===== src/rtl/lst_pkg.sv =====
package lst_pkg;

    typedef enum logic [1:0] {
        ST_IDLE  = 2'd0,
        ST_HUNT  = 2'd1,
        ST_CHECK = 2'd2
    } lst_state_t;

    // x^8 + x^6 + x^5 + x^4 + 1, maximal length (period 255)
    function automatic logic [7:0] lfsr8_next(input logic [7:0] s);
        return {s[6:0], s[7] ^ s[5] ^ s[4] ^ s[3]};
    endfunction

endpackage


===== src/rtl/lst_pattern_gen.sv =====
module lst_pattern_gen #(
    parameter int          DW        = 8,
    parameter logic [7:0]  SEED      = 8'h01,
    parameter logic [7:0]  MARK      = 8'hBC,
    parameter int          VSTRIDE_LG = 6,
    parameter int          VOFFSET   = 32
) (
    input  logic          clk,
    input  logic          rst_n,
    input  logic          restart,
    input  logic          step,
    output logic [DW-1:0] exp_data,
    output logic          exp_special,
    output logic          exp_viol,
    output logic          at_marker
);
    import lst_pkg::*;

    localparam logic [VSTRIDE_LG-1:0] VOFF = VOFFSET[VSTRIDE_LG-1:0];

    logic [DW-1:0] pos;
    logic [7:0]    lfsr;

    always_ff @(posedge clk or negedge rst_n) begin
        if (!rst_n) begin
            pos  <= '0;
            lfsr <= SEED;
        end else if (restart) begin
            pos  <= DW'(1);
            lfsr <= SEED;
        end else if (step) begin
            pos  <= pos + 1'b1;
            lfsr <= (pos == '0) ? SEED : lfsr8_next(lfsr);
        end
    end

    assign at_marker   = (pos == '0);
    assign exp_data    = at_marker ? MARK : lfsr;
    assign exp_special = at_marker;
    assign exp_viol    = !at_marker && (pos[VSTRIDE_LG-1:0] == VOFF);

endmodule


===== config.mk =====
export PLATFORM = sky130hd
export DESIGN_NAME = lst_pattern_gen
export DESIGN_NICKNAME = d
export VERILOG_FILES = /design/src/rtl/lst_pkg.sv /design/src/rtl/lst_pattern_gen.sv
export SDC_FILE = /design/constraint.sdc
export NUM_CORES = 1
export LEC_CHECK = 0
export BUFFER_PORTS_ARGS = -buffer_cell sky130_fd_sc_hd__buf_2
export CAP_MARGIN = 20
export CORE_MARGIN = 3
export CORE_UTILIZATION = 30
export DETAILED_ROUTE_END_ITERATION = 6
export GPL_ROUTABILITY_DRIVEN = 0
export HOLD_SLACK_MARGIN = 0.06
export SYNTH_ARGS = -nofsm -noshare
export SYNTH_HDL_FRONTEND = slang
export SYNTH_SLANG_ARGS = --single-unit

===== constraint.sdc =====
create_clock -name clk -period 6.8 [get_ports clk]
set_clock_uncertainty 0.15 [all_clocks]
set_input_delay 1.36 -clock clk [delete_from_list [all_inputs] [get_ports clk]]
set_output_delay 1.36 -clock clk [all_outputs]
set_load 0.01 [all_outputs]

Word-level counts from Yosys, hierarchy flattened
Index checks and enable logic that the tools add are counted.
- bitwise logic cells: 3
- multiplexer cells: 6
- reductions and logical operators: 4
- $add $sub $neg: 1
- eq/ne operators: 1
- operators with widths (kind ; count):
    2-to-1 mux 8 bit ; 6
    adder 8 x 1 -> 8 bit, second input constant ; 1
    logical NOT 8 bit ; 1
    == test 6 bit, second input constant ; 1
    XOR 1 bit ; 3
    nonzero test 2 bit ; 1
    logical AND 1 bit ; 1
    logical NOT 1 bit ; 1
- output and inout port bits: 11
- bits of input ports: 4
- word-level logic and storage cells: 17
- register bits: 16

Logic depth before layout (Yosys ltp)
Gate-level depths: netlist (run 1).
- depth after elaboration: 6
- depth in mapped cells: 8
- mapped depth without buffers: 5

Worst setup path after synthesis (run 1)
OpenSTA, ideal clock, no wires.
- path kind: flip-flop to output port
- from: register pos[0]
- to: output port exp_special
- path slack: 3538 ps
- required time: 5290 ps
- stages on the path, launching flop included: 9
- arrival: 1752 ps
- buffers on the path: 3
- cells stage by stage: dfrtp_1 -> inv_1 -> ha_1 -> or4b_1 -> buf_2 -> or2_4 -> buf_6 -> inv_1 -> buf_4
- longest elaborated chain between the ends: 1
- ends and longest elaborated chain (item ; line ; source):
    start: declaration ; lst_pattern_gen.sv:21 ; logic [DW-1:0] pos;
    start signal: assignment ; lst_pattern_gen.sv:32 ; pos <= pos + 1'b1;
    logical NOT 8 bit ; lst_pattern_gen.sv:37 ; assign at_marker = (pos == '0);
    end: declaration ; lst_pattern_gen.sv:13 ; output logic exp_special,
Every way passes these cells.

Worst setup path in the final report (run 1)
- from: register pos[0]
- to: output port exp_data[6]
- longest elaborated chain between the ends: 2
- ends and longest elaborated chain (item ; line ; source):
    logical NOT 8 bit ; lst_pattern_gen.sv:37 ;
    2-to-1 mux 8 bit ; lst_pattern_gen.sv:38 ; assign exp_data = at_marker ? MARK : lfsr;
    end: declaration ; lst_pattern_gen.sv:12 ; output logic [DW-1:0] exp_data,
Every way passes these cells.

==> results by stage, run 1 <==
Run status:
- The run finished with clean final reports.

Pwr:
- The internal power of the cells totals 0.136 mW.
- The total design power is between 0.15 and 0.2 mW.
- The reported net switching power is slightly above 0.05 mW.
- VDD sags by at most 0.0951 mV.
- For this design the ratio of total power to cell area is between 150 and 200 mW/mm2.
- Summed over all cells, the static leakage comes to 0.461 nW.
- The proportion of power drawn by flip-flops and latches is between 50 and 60%.
- Per report_power, the clock group accounts for between 20% and 30% of the total.
- In this run switching power makes up between 20 and 30% of total power.
- Combinational logic burns between 10% and 20% of the power.

Setup path:
- The worst register-to-register path ends at lfsr[1]$_DFFE_PN0P_.
- The cell with the biggest individual delay on the critical path is or4b_1.
- Along the worst path, the maximum fanout reaches 13.
- In this design, the stage delay of the slowest critical-path cell is approximately 0.54 ns.
- The data required time of the critical path is 5.29 ns.
- Traced cell by cell, the critical path runs through inv_1 -> ha_1 -> or4b_1 -> or2_4 -> and2_1 -> buf_2.
- The worst setup path is captured at an output port.
- The critical path data arrival time is 2.12 ns.
- The startpoint of the worst register-to-register path is pos[0]$_DFFE_PN0P_.
- Measured in cells, the most critical reg-to-reg path has a length of 5.
- The kind of start point of the critical path is a flop.
- The worst setup path is of the flop to output port kind.
- The slack of the worst reg-to-reg path is about 4.8 ns.

Detailed routing:
- In this run the remaining antenna-violating nets after routing total 0.
- After detailed routing, the number of remaining DRC violations is 0.
- In the routed layout, each cell is associated on average with a via count of approximately 5.
- The detailed-routing iteration count for the pre-antenna-repair pass is 4.
- After the first detailed-routing iteration, the DRC count stood at 11.
- The total number of vias is ~660.
- Dividing the detail-routed wire length by the instance count gives around 12 um.
- The final wirelength is between 1.5 and 2 mm.

Yosys:
- The number of instances in the synthesized netlist is between 90 and 100.
- The average footprint of a synthesized cell is about 9.7 um2.
- Yosys mapped the design onto 31 distinct sky130hd cell types.
- The most frequent cell after synthesis is dfrtp_1.
- The fraction of post-synthesis cell area in the top cell type by area is between 40% and 50%.
- The sequential area share after synthesis is 45.5%.
- Counting flops and latches in the post-synthesis netlist gives 16.
- The area of the mapped netlist is approximately 880 um2.
- During synthesis, Yosys emitted a total of 0 warnings.
- The most used flip-flop cell after synthesis is dfrtp_1.
- Yosys mapped a number of flops with a built-in enable equal to 0.
- When the netlist entered floorplanning its net count stood at a little under 100.
- The biggest area contributor in the post-synthesis netlist is dfrtp_1.
- The async set-reset flop share out of synthesis is 100%.
- By area the synthesized netlist is led by dfrtp_1 (43%), nand2b_1 (6.4%), xor2_1 (5.0%), a21oi_1 (4.0%), o211ai_1 (3.4%).
- Counting instances in the post-synthesis netlist gives the leading cell types as dfrtp_1 (15), nand2b_1 (9), a21oi_1 (7).

Timing:
- The total count of hold-check failures in the final report was 0.
- Setup violations remaining at the end of the flow were counted as 0.
- The highest achievable clock rate is between 200 and 300 MHz.
- The total negative slack for setup checks is 0 ns.
- The final-report max-slew violation count was 0.
- Setup repair after global routing left no endpoint under its margin.
- After layout, the worst setup slack is ~3.2 ns.
- The smallest clock period supported by the final layout is computed as between 3 and 4 ns.
- The tightest slew margin relative to the limit is between 70 and 80%.
- At the pin with the least slew margin, the transition time is between 0.3 and 0.4 ns.
- The worst hold margin is around 0.38 ns.
- In the finished design, the share of the clock period the worst path needs comes to ~53%.

Global routing:
- The via count of the first global-routing pass is 623.
- The first global-routing pass estimated about 2.9 mm of wire.
- The global routing usage summed across all routing layers is 11.0%.
- The final global-route overflow total is 0.
- Entering global routing, the biggest net connects 20 pins.
- The number of antenna violations at the first check in global routing is 0.

Floorplanning:
- The starting density of the core is about a third.
- The chip height is 60.2 um.
- The number of core rows is 19.
- The area inside the core boundary is about 0.0028 mm2.
- For this design the top-level I/O count stands at 15.
- The die covers ~0.0036 mm2.
- The die is approximately 60 um wide.

Min path:
- Along the worst hold path, the cell count comes to 1.
- In this run the most critical hold path is launched from lfsr[1]$_DFFE_PN0P_.
- The class of the most critical hold timing path is flop to flop.
- The worst hold path terminates at lfsr[2]$_DFFE_PN0P_.

Finish:
- The sequential cells in the finished layout cover a total of between 400 and 500 um2.
- Measured on the finished design, the core utilization comes to between 30% and 40%.
- The total non-filler cell area in the finished layout is slightly below 0.001 mm2.
- In the final design database the tool counted around 110 nets.
- From synthesis to final layout, the design area changed by 10.9%.
- For this run, the number of standard cells in the final layout without fillers is roughly 130.
- Summing all multi-input logic gate instances after layout gives 427 um2.
- The layout filler cell count is 291.
- The post-route netlist has a little under a fifth of its cells at a drive strength greater than 1.
- The number of antenna repair diodes is 0.

CTS:
- The number of levels the H-tree was split into is 1.
- The post-CTS setup repair buffer count is 0.
- CTS placed an instance of clkbuf_4 at the clock tree root.
- The number of sinks handled by clock tree synthesis is 16.
- For the worst-skew pair, the clock arrives at the later sink with an insertion delay of approximately 0.29 ns.
- The total of cells resized after clock tree synthesis is 0.
- The CTS tree is done.
- Clock tree synthesis inserted a total of 3 buffers.
- In this run, post-CTS hold repair placed 0 buffers.
- The clock-pin slew on the worst setup and hold paths is 0.09 ns.
- No sink is reached through more buffers than the 2 on the longest clock path.

Place:
- In this run, placement finished with an instance count of 129.
- The HPWL after detailed placement is ~1.2 mm.
- Port buffering added 14 buffers.
- Before CTS, the worst setup slack after placement is roughly 3.5 ns.
- The placed instances occupy a cell area of 952 um2.

Run:
- The max capacitance violation total is 0.
-- power groups by stage --
stage	Sequential [mW]	Combinational, mW	Clock [mW]
2_1_floorplan	0.104	0.0249	0
3_3_place_gp	0.104	0.0329	0
3_5_place_dp	0.105	0.0335	0
4_1_cts	0.103	0.0336	0.0540
5_1_grt	0.103	0.0370	0.0582
6_report	0.103	0.0329	0.0509
-- worst max-delay path, delay by kind of cell, from the launching register on --
kind          cells  cell delay [ns]
fa+ha+maj         1             0.14
simple gates      3             1.06
buf+inv           2             0.20
flops             1             0.43
-- state kept, by name, summed over array words and instances, names as in the netlist --
signal and flops:
lfsr 8, pos 8
-- how the worst max path moves through the flow --
stage | from | slack [ns] | cells after the start | end
after detailed placement | pos[0]$_DFFE_PN0P_ | 3.49 | 6 | exp_data[6]
final | pos[0]$_DFFE_PN0P_ | 3.17 | 6 | exp_data[6]
after CTS | pos[0]$_DFFE_PN0P_ | 3.15 | 6 | exp_data[6]
after floorplan | pos[0]$_DFFE_PN0P_ | 3.54 | 8 | exp_special
after global routing | pos[0]$_DFFE_PN0P_ | 3.04 | 6 | exp_data[6]
after global placement | pos[0]$_DFFE_PN0P_ | 3.55 | 6 | exp_data[1]
-- cells by family after synthesis --
| logic type | after synthesis | share of synthesized area, % |
|---|---|---|
| mux | 1 | 1.13 |
| simple gates | 35 | 23.7 |
| flops | 16 | 45.5 |
| buf+inv | 11 | 6.10 |
| compound gates | 19 | 13.8 |
| fa+ha+maj | 2 | 2.84 |
| xor+xnor | 7 | 6.95 |
-- per-layer routing --
metal | wire length [um] | global-route usage (%) | vias to the layer above | part of all wire, %
li1 | - | - | 333 | -
met1 | 794 | 14.2 | 308 | 49
met2 | 717 | 15.9 | 14 | 44
met3 | 84 | 4.54 | 4 | 5.2
met4 | 27 | 4.75 | 0 | 1.7
met5 | 0 | 0 | - | 0
-- area by class of cell --
type	count	area share (%)
multi-input combinational	64	43.6
sequential	16	41.0
timing repair buffer	14	7.16
tap	31	3.96
clock buffer	4	2.69
inverter	4	1.53
-- cells in the final DEF, fill, tap and decap left out, types with 4 or more instances in the layout --
cell and n:
o211ai_1 4, inv_1 4, nand2b_1 9, buf_2 14, nor2_1 5, a21oi_1 7, dfrtp_1 15, xor2_1 5
or3_1 4
No activity file was read; power rests on OpenSTA's default activity.
==> run 2, diff against run 1 <==
--- a/config.mk
+++ b/config.mk
@@ -5,6 +5,7 @@
 export SDC_FILE = /design/constraint.sdc
 export NUM_CORES = 1
 export LEC_CHECK = 0
+export ABC_AREA = 1
 export BUFFER_PORTS_ARGS = -buffer_cell sky130_fd_sc_hd__buf_2
 export CAP_MARGIN = 20
 export CORE_MARGIN = 3
==> constraint.sdc (replaced) <==
create_clock -name clk -period 3.5 [get_ports clk]
set_clock_uncertainty 0.15 [all_clocks]
set_input_delay 0.7 -clock clk [delete_from_list [all_inputs] [get_ports clk]]
set_output_delay 0.7 -clock clk [all_outputs]
set_load 0.01 [all_outputs]
==> run 2 against run 1 <==
Die area up 9.5%. Total power up 110%. Clock power up 150%. Critical path type unchanged. Critical endpoint is now exp_data[3].
==> results by stage, run 2 <==
Yosys:
- The cell count after synthesis came out at between 100 and 150.
- In this run the cell area of the synthesized design comes to ~980 um2.
- The Yosys step of the flow raised 0 warnings.
- Sequential cells were found to cover between 40% and 50% of the synthesized design area.
- Ranked by total cell area, the synthesized netlist is headed by dfrtp_1 (38%), nand2_1 (15%), inv_1 (6.5%), nor2_8 (4.1%), nor2_1 (3.8%).
- The most frequent cell after synthesis is nand2_1.
- The average footprint of a synthesized cell is about 8 um2.
- The most used flip-flop cell after synthesis is dfrtp_1.
- The number of different library cells used by synthesis comes to 24.
- The number of nets produced by synthesis is around 130.
- After synthesis, the most frequently instantiated cells are nand2_1 (38), inv_1 (17), dfrtp_1 (15).
- For this run, asynchronously set or reset flops after synthesis account for 100%.
- The number of synthesized flops with an enable pin is 0.
- Counting flops and latches in the post-synthesis netlist gives 16.
- The fraction of post-synthesis cell area in the top cell type by area is 38.5%.
- dfrtp_1 takes more of the synthesized area than any other cell.

Timing:
- The highest achievable clock rate is around 400 MHz.
- The transition at the pin with the smallest max-transition slack is 0.434 ns.
- The tightest slew margin relative to the limit is around 71%.
- Setup total negative slack on the finished layout was measured at 0 ns.
- The total count of hold-check failures in the final report came to 0.
- The final-report max-slew violation count is 0.
- Of the available clock period, the critical path in the final layout requires between 70 and 80%.
- The routed design could run at a clock period as short as between 2 and 2.5 ns.
- Setup repair after global routing left no endpoint under its margin.
- The worst hold margin is between 0.15 and 0.2 ns.
- The setup violation total in the final timing report is 0.

Pwr:
- The maximum ir drop on the vdd rail is roughly 0.20 mV.
- Total power for the finished layout comes to between 0.3 and 0.4 mW.
- The analysis attributes to net switching a power of 0.115 mW.
- The internal power is around 0.28 mW.
- The analysis attributes to cell leakage a power of 0.561 nW.
- The portion of total power attributed to combinational logic is 17.8%.
- Sequential cells burn between 50% and 60% of the power.
- The part of the power in the clock network is 31.9%.
- The total power density per cell area is 355 mW/mm2.
- The switching part of the total power is between 20% and 30%.

CTS:
- Once the clock tree was built, the setup fixing pass inserted 0 buffers.
- The number of hold buffers added after CTS was 0.
- The number of clock buffers added by TritonCTS is 3.
- The maximum buffer depth of the clock tree is 2.
- The number of levels the H-tree was split into is 1.
- In this run the clock root is driven by a clkbuf_4.
- The number of sinks handled by clock tree synthesis is 16.
- After clock tree synthesis, the clock-pin slew on the worst setup and hold paths is ~0.10 ns.
- At the later pin of the worst-skew pair, clock insertion delay measures 0.29 ns.
- The CTS tree is done.
- Post-CTS repair changed the size of 0 cells.

Floorplanning:
- The initial utilization of the core area, before any placement, comes to a little under a third.
- The area inside the core boundary is ~0.0031 mm2.
- The area of the die is 0.00397 mm2.
- For this design the top-level I/O count stands at 15.
- The number of core rows is 20.
- From bottom edge to top edge, the die measures 63.0 um.
- The horizontal die dimension is roughly 63 um.

Setup path:
- The worst setup path is captured at an output port.
- The worst setup path startpoint is pos[0]$_DFFE_PN0P_.
- The maximum fanout along the worst path is 7.
- The class of the most critical setup path is flop to output port.
- The critical path data arrival time is 1.65 ns.
- The worst setup path is launched from a flop.
- The startpoint of the worst register-to-register path is pos[0]$_DFFE_PN0P_.
- The data required time of the critical path is about 2.7 ns.

Finish:
- The layout filler cell count is 334.
- The library cells used most frequently in the layout, excluding fill and tap cells, are nand2_1 (38), inv_1 (17), dfrtp_1 (15), buf_2 (14), nor2_1 (10).
- The number of antenna repair diodes is 0.
- The finished layout holds about 180 standard cells, fillers aside.
- The largest registers in the layout are lfsr (8), pos (8).
- The flip-flop and latch area is about 400 um2.
- Cells with a size suffix above 1 make up about a quarter of the layout.
- The most frequent standard cell in the layout excluding fill and tap cells is nand2_1.
- Compared with the post-synthesis result, the final layout area differs by 13.8%.
- The number of nets in the layout is 147.
- The area taken by multi-input logic gates is about 470 um2.

Global routing:
- Global routing consumed, over all layers together, 11.4% of the routing resources.
- The first global-routing pass estimated around 3.5 mm of wire.
- The number of antenna violations at the first check in global routing is 0.
- The via count of the first global-routing pass was around 760.
- The maximum number of pins on one net before global-route repair is 17.
- The final global-route overflow total is 0.

Min path:
- The class of the most critical hold timing path is primary input to asynchronous set/reset pin.

Detailed routing:
- After the first detailed-routing iteration, the DRC count stood at 64.
- The average wire per standard cell is between 10 and 15 um.
- For this run, the detailed router's first-pass iteration total came to 4.
- Dividing the detail-routed via count by the number of cells gives about 4.5.
- The remaining design rule violation count is 0.
- The final wirelength is ~2.1 mm.
- The total number of vias is between 800 and 900.
- The number of nets with antenna violations after detailed routing is 0.

Run status:
- The flow ran to the end, and the final reports show no timing, DRC or antenna violations.

Place:
- The half-perimeter wire length after detailed placement is roughly 1.6 mm.
- The cell count after placement is between 150 and 200.
- The count of input and output buffers is 14.

Run:
- The max capacitance violation total is 0.
==> run 2: cell types whose count changed in the layout (fill, tap and decap cells not counted), moves of 5 or more <==
cell	delta
nand2_1	+36
inv_1	+13
nand2b_1	-9
nor2_1	+5
nor2_2	+5
o21ai_1	+5
==> run 2: power groups by stage <==
stage,clock (mW),sequential [mW],combinational [mW]
2_1_floorplan,0,0.200,0.0486
3_3_place_gp,0,0.202,0.0698
3_5_place_dp,0,0.202,0.0711
4_1_cts,0.128,0.199,0.0718
5_1_grt,0.136,0.199,0.0797
6_report,0.126,0.199,0.0701
==> run 2: layout make-up <==
type                            instances  area share, %
Timing Repair Buffer                   14           6.31
Multi-Input combinational cell         86           42.6
Clock buffer                            4           3.27
Sequential cell                        16           36.1
Tap cell                               44           4.95
Inverter                               20           6.76
==> run 2: worst max-delay path: stages, from the launching register on <==
cell and delay [ns]:
dfrtp_1 0.42, inv_1 0.13, ha_1 0.22, nand2_4 0.09
nor2_8 0.20, inv_2 0.08, nand2_1 0.08, buf_2 0.13
==> run 2: cell families (layout without fill, tap and decap cells) <==
family,after synthesis,count (layout),share of synthesized area (%)
buffers and inverters,23,38,10.4
adder cells (fa/ha/maj),2,2,2.56
XOR/XNOR,4,4,3.59
AND/OR/NAND/NOR,66,66,34.0
AO/OA/AOI/OAI,14,14,8.33
flip-flops,16,16,41.2
==> run 2: final timing paths <==
kind | end | slack [ns] | cells past startpoint
max | exp_data[3] | 1.00 | 7
min | pos[3]$_DFFE_PN0P_ | 0.16 | 1
max reg2reg | lfsr[7]$_DFFE_PN0P_ | 1.98 | 7
min reg2reg | lfsr[3]$_DFFE_PN0P_ | 0.37 | 2
max in group asynchronous | lfsr[0]$_DFFE_PN1P_ | 2.72 | 1
min in group clk | lfsr[3]$_DFFE_PN0P_ | 0.37 | 2
==> run 2: metrics by stage <==
stage | utilization [%] | worst slack [ns] | cell area (um2)
floorplan | - | 1.51 | 976
global placement | 34.9 | 1.42 | 1070
detailed placement | 34.9 | 1.33 | 1070
CTS | 36.1 | 0.990 | 1110
global route | 36.1 | 0.909 | 1110
finish | 36.1 | 1.00 | 1110
==> run 2: metal layers <==
metal / wire length (um) / track usage (%) / up-vias
met5: 0 / 0 / -
li1: - / - / 412
met1: 930 / 14.6 / 384
met4: 8 / 1.65 / 0
met2: 978 / 17.7 / 21
met3: 134 / 5.40 / 2
==> run 3, diff against run 2 <==
==> constraint.sdc (replaced) <==
create_clock -name clk -period 2.5 [get_ports clk]
set_clock_uncertainty 0.15 [all_clocks]
set_input_delay 0.5 -clock clk [delete_from_list [all_inputs] [get_ports clk]]
set_output_delay 0.5 -clock clk [all_outputs]
set_load 0.01 [all_outputs]
==> run 3 against run 2 <==
Die area unchanged. Hold slack improved by 0.14 ns. Cell count rose by 0.54%. Setup slack got worse by 0.78 ns. Via count down 0.37%. Critical path depth unchanged. Global-route usage fell by 0.34 points. First-iteration DRC count fell by 4.7%. Critical path type unchanged. Total power up 33%. Sequential cell count did not move.
==> results by stage, run 3 (synthesized netlist as in run 2, its figures left out) <==
Run status:
- The run finished with clean final reports.

Finish:
- The number of antenna repair diodes is 0.
- In the final layout, the registers with the most flip-flops are lfsr (8), pos (8).
- Summing all non-filler instances in the final layout gives an area of between 0.001 and 0.0015 mm2.
- From synthesis to final layout, the design area changed by 13.8%.
- Leaving out fill and tap cells, the most frequent cells in the layout are nand2_1 (38), inv_1 (17), dfrtp_1 (15), buf_2 (14), nor2_1 (10).
- The number of nets in the layout is 148.
- Measured on the finished design, the core utilization comes to 36.1%.
- In the final layout, the share of cells above drive strength 1 is between 20% and 30%.
- The library cell used most frequently in the layout, excluding fill and tap cells, is nand2_1.

Floorplanning:
- The die is between 60 and 70 um wide.
- In this run the vertical extent of the chip is 63.0 um.
- The starting density of the core is between 30% and 40%.
- The number of core rows is 20.
- The total I/O pin count is 15.
- The area of the die is about 0.004 mm2.
- The total area inside the core boundary comes to between 0.003 and 0.004 mm2.

Detailed routing:
- Using the TritonRoute via totals, the vias-per-cell ratio works out to ~4.4.
- The detailed-routing iteration count for the pre-antenna-repair pass is 4.
- After detailed routing, the total wire length is 2.03 mm.
- The DRC violation total after the first TritonRoute iteration is ~60.
- Detailed routing inserted a total of a little over 800 vias.
- In the final routed layout, each cell accounts on average for roughly 11 um.
- In the routed design, unresolved DRC markers number 0.
- Once detail routing completed, the nets flagged for antenna violations numbered 0.

Run:
- The max capacitance violation total is 0.

Setup path:
- STA classifies the critical path startpoint as a flop.
- STA puts the critical path data required time at ~1.9 ns.
- Data arrives at the worst endpoint at between 1.5 and 2 ns.
- The delay of the slowest cell on the worst path is between 0.4 and 0.5 ns.
- The startpoint of the worst register-to-register path is pos[0]$_DFFE_PN0P_.
- Traced cell by cell, the critical path runs through inv_1 -> ha_1 -> nand2_4 -> nor2_8 -> inv_2 -> nand2_1 -> buf_2.
- By startpoint and endpoint, the worst setup path is classified as flop to output port.
- The count of buffering cells on the critical path with inverters included is 3.
- On the critical path, the stage with the largest delay is an instance of dfrtp_1.
- The kind of cell with the highest combined delay on the critical path is flip-flops.
- The worst setup path is captured at an output port.
- The worst setup path startpoint is pos[0]$_DFFE_PN0P_.
- The maximum fanout along the worst path is 7.

Global routing:
- The final global-route overflow total is 0.
- Global routing used between 10% and 20% of the available tracks across all layers.
- The first global-routing pass estimated about 3.5 mm of wire.
- The via count of the first global-routing pass is 790.
- The number of antenna violations at the first check in global routing is 0.
- Entering global routing, the biggest net connects 17 pins.

Place:
- Summing all placed instances gives a cell area of between 0.001 and 0.0015 mm2.
- The half-perimeter wire length after detailed placement is ~1.5 mm.
- The count of input and output buffers is 14.
- The worst slack at placement is ~0.54 ns.

CTS:
- The number of sinks handled by clock tree synthesis is 16.
- The later pin in the worst-skew pair is clocked with a latency of roughly 0.29 ns.
- In this run, CTS created clock tree buffers numbering 3.
- CTS built an H-tree with a depth of 1.
- The total of cells resized after clock tree synthesis is 0.
- The root buffer cell is clkbuf_4.
- TritonCTS built the clock tree.
- No sink is reached through more buffers than the 2 on the longest clock path.
- After clock tree synthesis, the clock-pin slew on the worst setup and hold paths is about 0.1 ns.

Timing:
- Hold timing on the final database bottoms out at a slack of 0.292 ns.
- The highest achievable clock rate is 438 MHz.
- After routing, the total negative slack on setup checks comes to 0 ns.
- Subtracting the final worst setup slack from the clock period gives 2.28 ns.
- The transition at the pin with the smallest max-transition slack is around 0.44 ns.
- The total count of hold-check failures in the final report was 0.
- Across all setup checks in the final design, the least slack found is roughly 0.22 ns.
- The setup violation total in the final timing report is 0.
- The final-report max-slew violation count is 0.
- In this run the tightest slew margin relative to its limit is a little over two thirds.
- Setup repair after global routing left no endpoint under its margin.
- The final clock period utilization by the worst path is around 91%.

Min path:
- The tightest min-delay check is of the primary input to flop type.
- The worst hold path begins at restart.

Pwr:
- In this run the static leakage power is approximately 0.56 nW.
- Dividing total power by cell area gives a power density of roughly 470 mW/mm2.
- The maximum ir drop on the vdd rail is 0.309 mV.
==> run 3: changes by cell type in the layout (fill, tap and decap cells not counted) <==
| cell | previous run | this run |
|---|---|---|
| clkbuf_8 | 1 | 0 |
| dlygate4sd3_1 | 0 | 1 |
| clkbuf_1 | 0 | 1 |
==> run 3: path summary, 6_finish.rpt <==
check,end,slack (ns),depth (start not counted)
setup / recovery,exp_data[3],0.22,7
hold / removal,pos[2]$_DFFE_PN0P_,0.29,2
setup reg to reg,lfsr[7]$_DFFE_PN0P_,0.99,7
hold reg to reg,lfsr[3]$_DFFE_PN0P_,0.37,2
max in group asynchronous,lfsr[0]$_DFFE_PN1P_,1.36,2
min in group asynchronous,pos[5]$_DFFE_PN0P_,0.51,2
==> run 3: area by class of cell <==
class | count | area [um2]
Tap cell | 44 | 55.1
Sequential cell | 16 | 402
Multi-Input combinational cell | 86 | 473
Timing Repair Buffer | 15 | 80.1
Fill cell | 339 | 1970
Clock buffer | 4 | 26.3
Inverter | 20 | 75.1
==> run 3: metrics by stage <==
step / power, mW / instances
final: 0.523 / 185
after global routing: 0.553 / 185
after CTS: 0.531 / 185
after detailed placement: 0.383 / 180
after global placement: 0.380 / 180
after floorplan: 0.348 / 125
==> run 3: layer usage <==
layer | share of wire [%] | vias up | track usage (%) | routed length [um]
met5 | 0 | - | 0 | 0
met4 | 0.39 | 0 | 1.65 | 8
met3 | 5.8 | 2 | 4.32 | 118
met2 | 47 | 19 | 18.1 | 962
met1 | 46 | 380 | 14.0 | 942
li1 | - | 415 | - | -
==> run 3: what timing repair did <==
action / in CTS / in global routing
buffers inserted: 0 / 0
hold buffers: 1 / 0
hold endpoints to repair: 15 / 0
==> run 3: worst register-to-register path: stages (launching register included) <==
cell and delay (ns):
dfrtp_1 0.42, inv_1 0.13, ha_1 0.22, nand2_4 0.09, nor2_8 0.20, nor2_2 0.07
nand2_1 0.07, o21ai_2 0.05
==> run 3: report_power, final <==
part | leakage, nW | switching (mW) | internal [mW] | total (mW)
clock | 0.0150 | 0.0835 | 0.0619 | 0.145
sequential | 0.214 | 0.00952 | 0.268 | 0.278
combinational | 0.329 | 0.0641 | 0.0355 | 0.0996
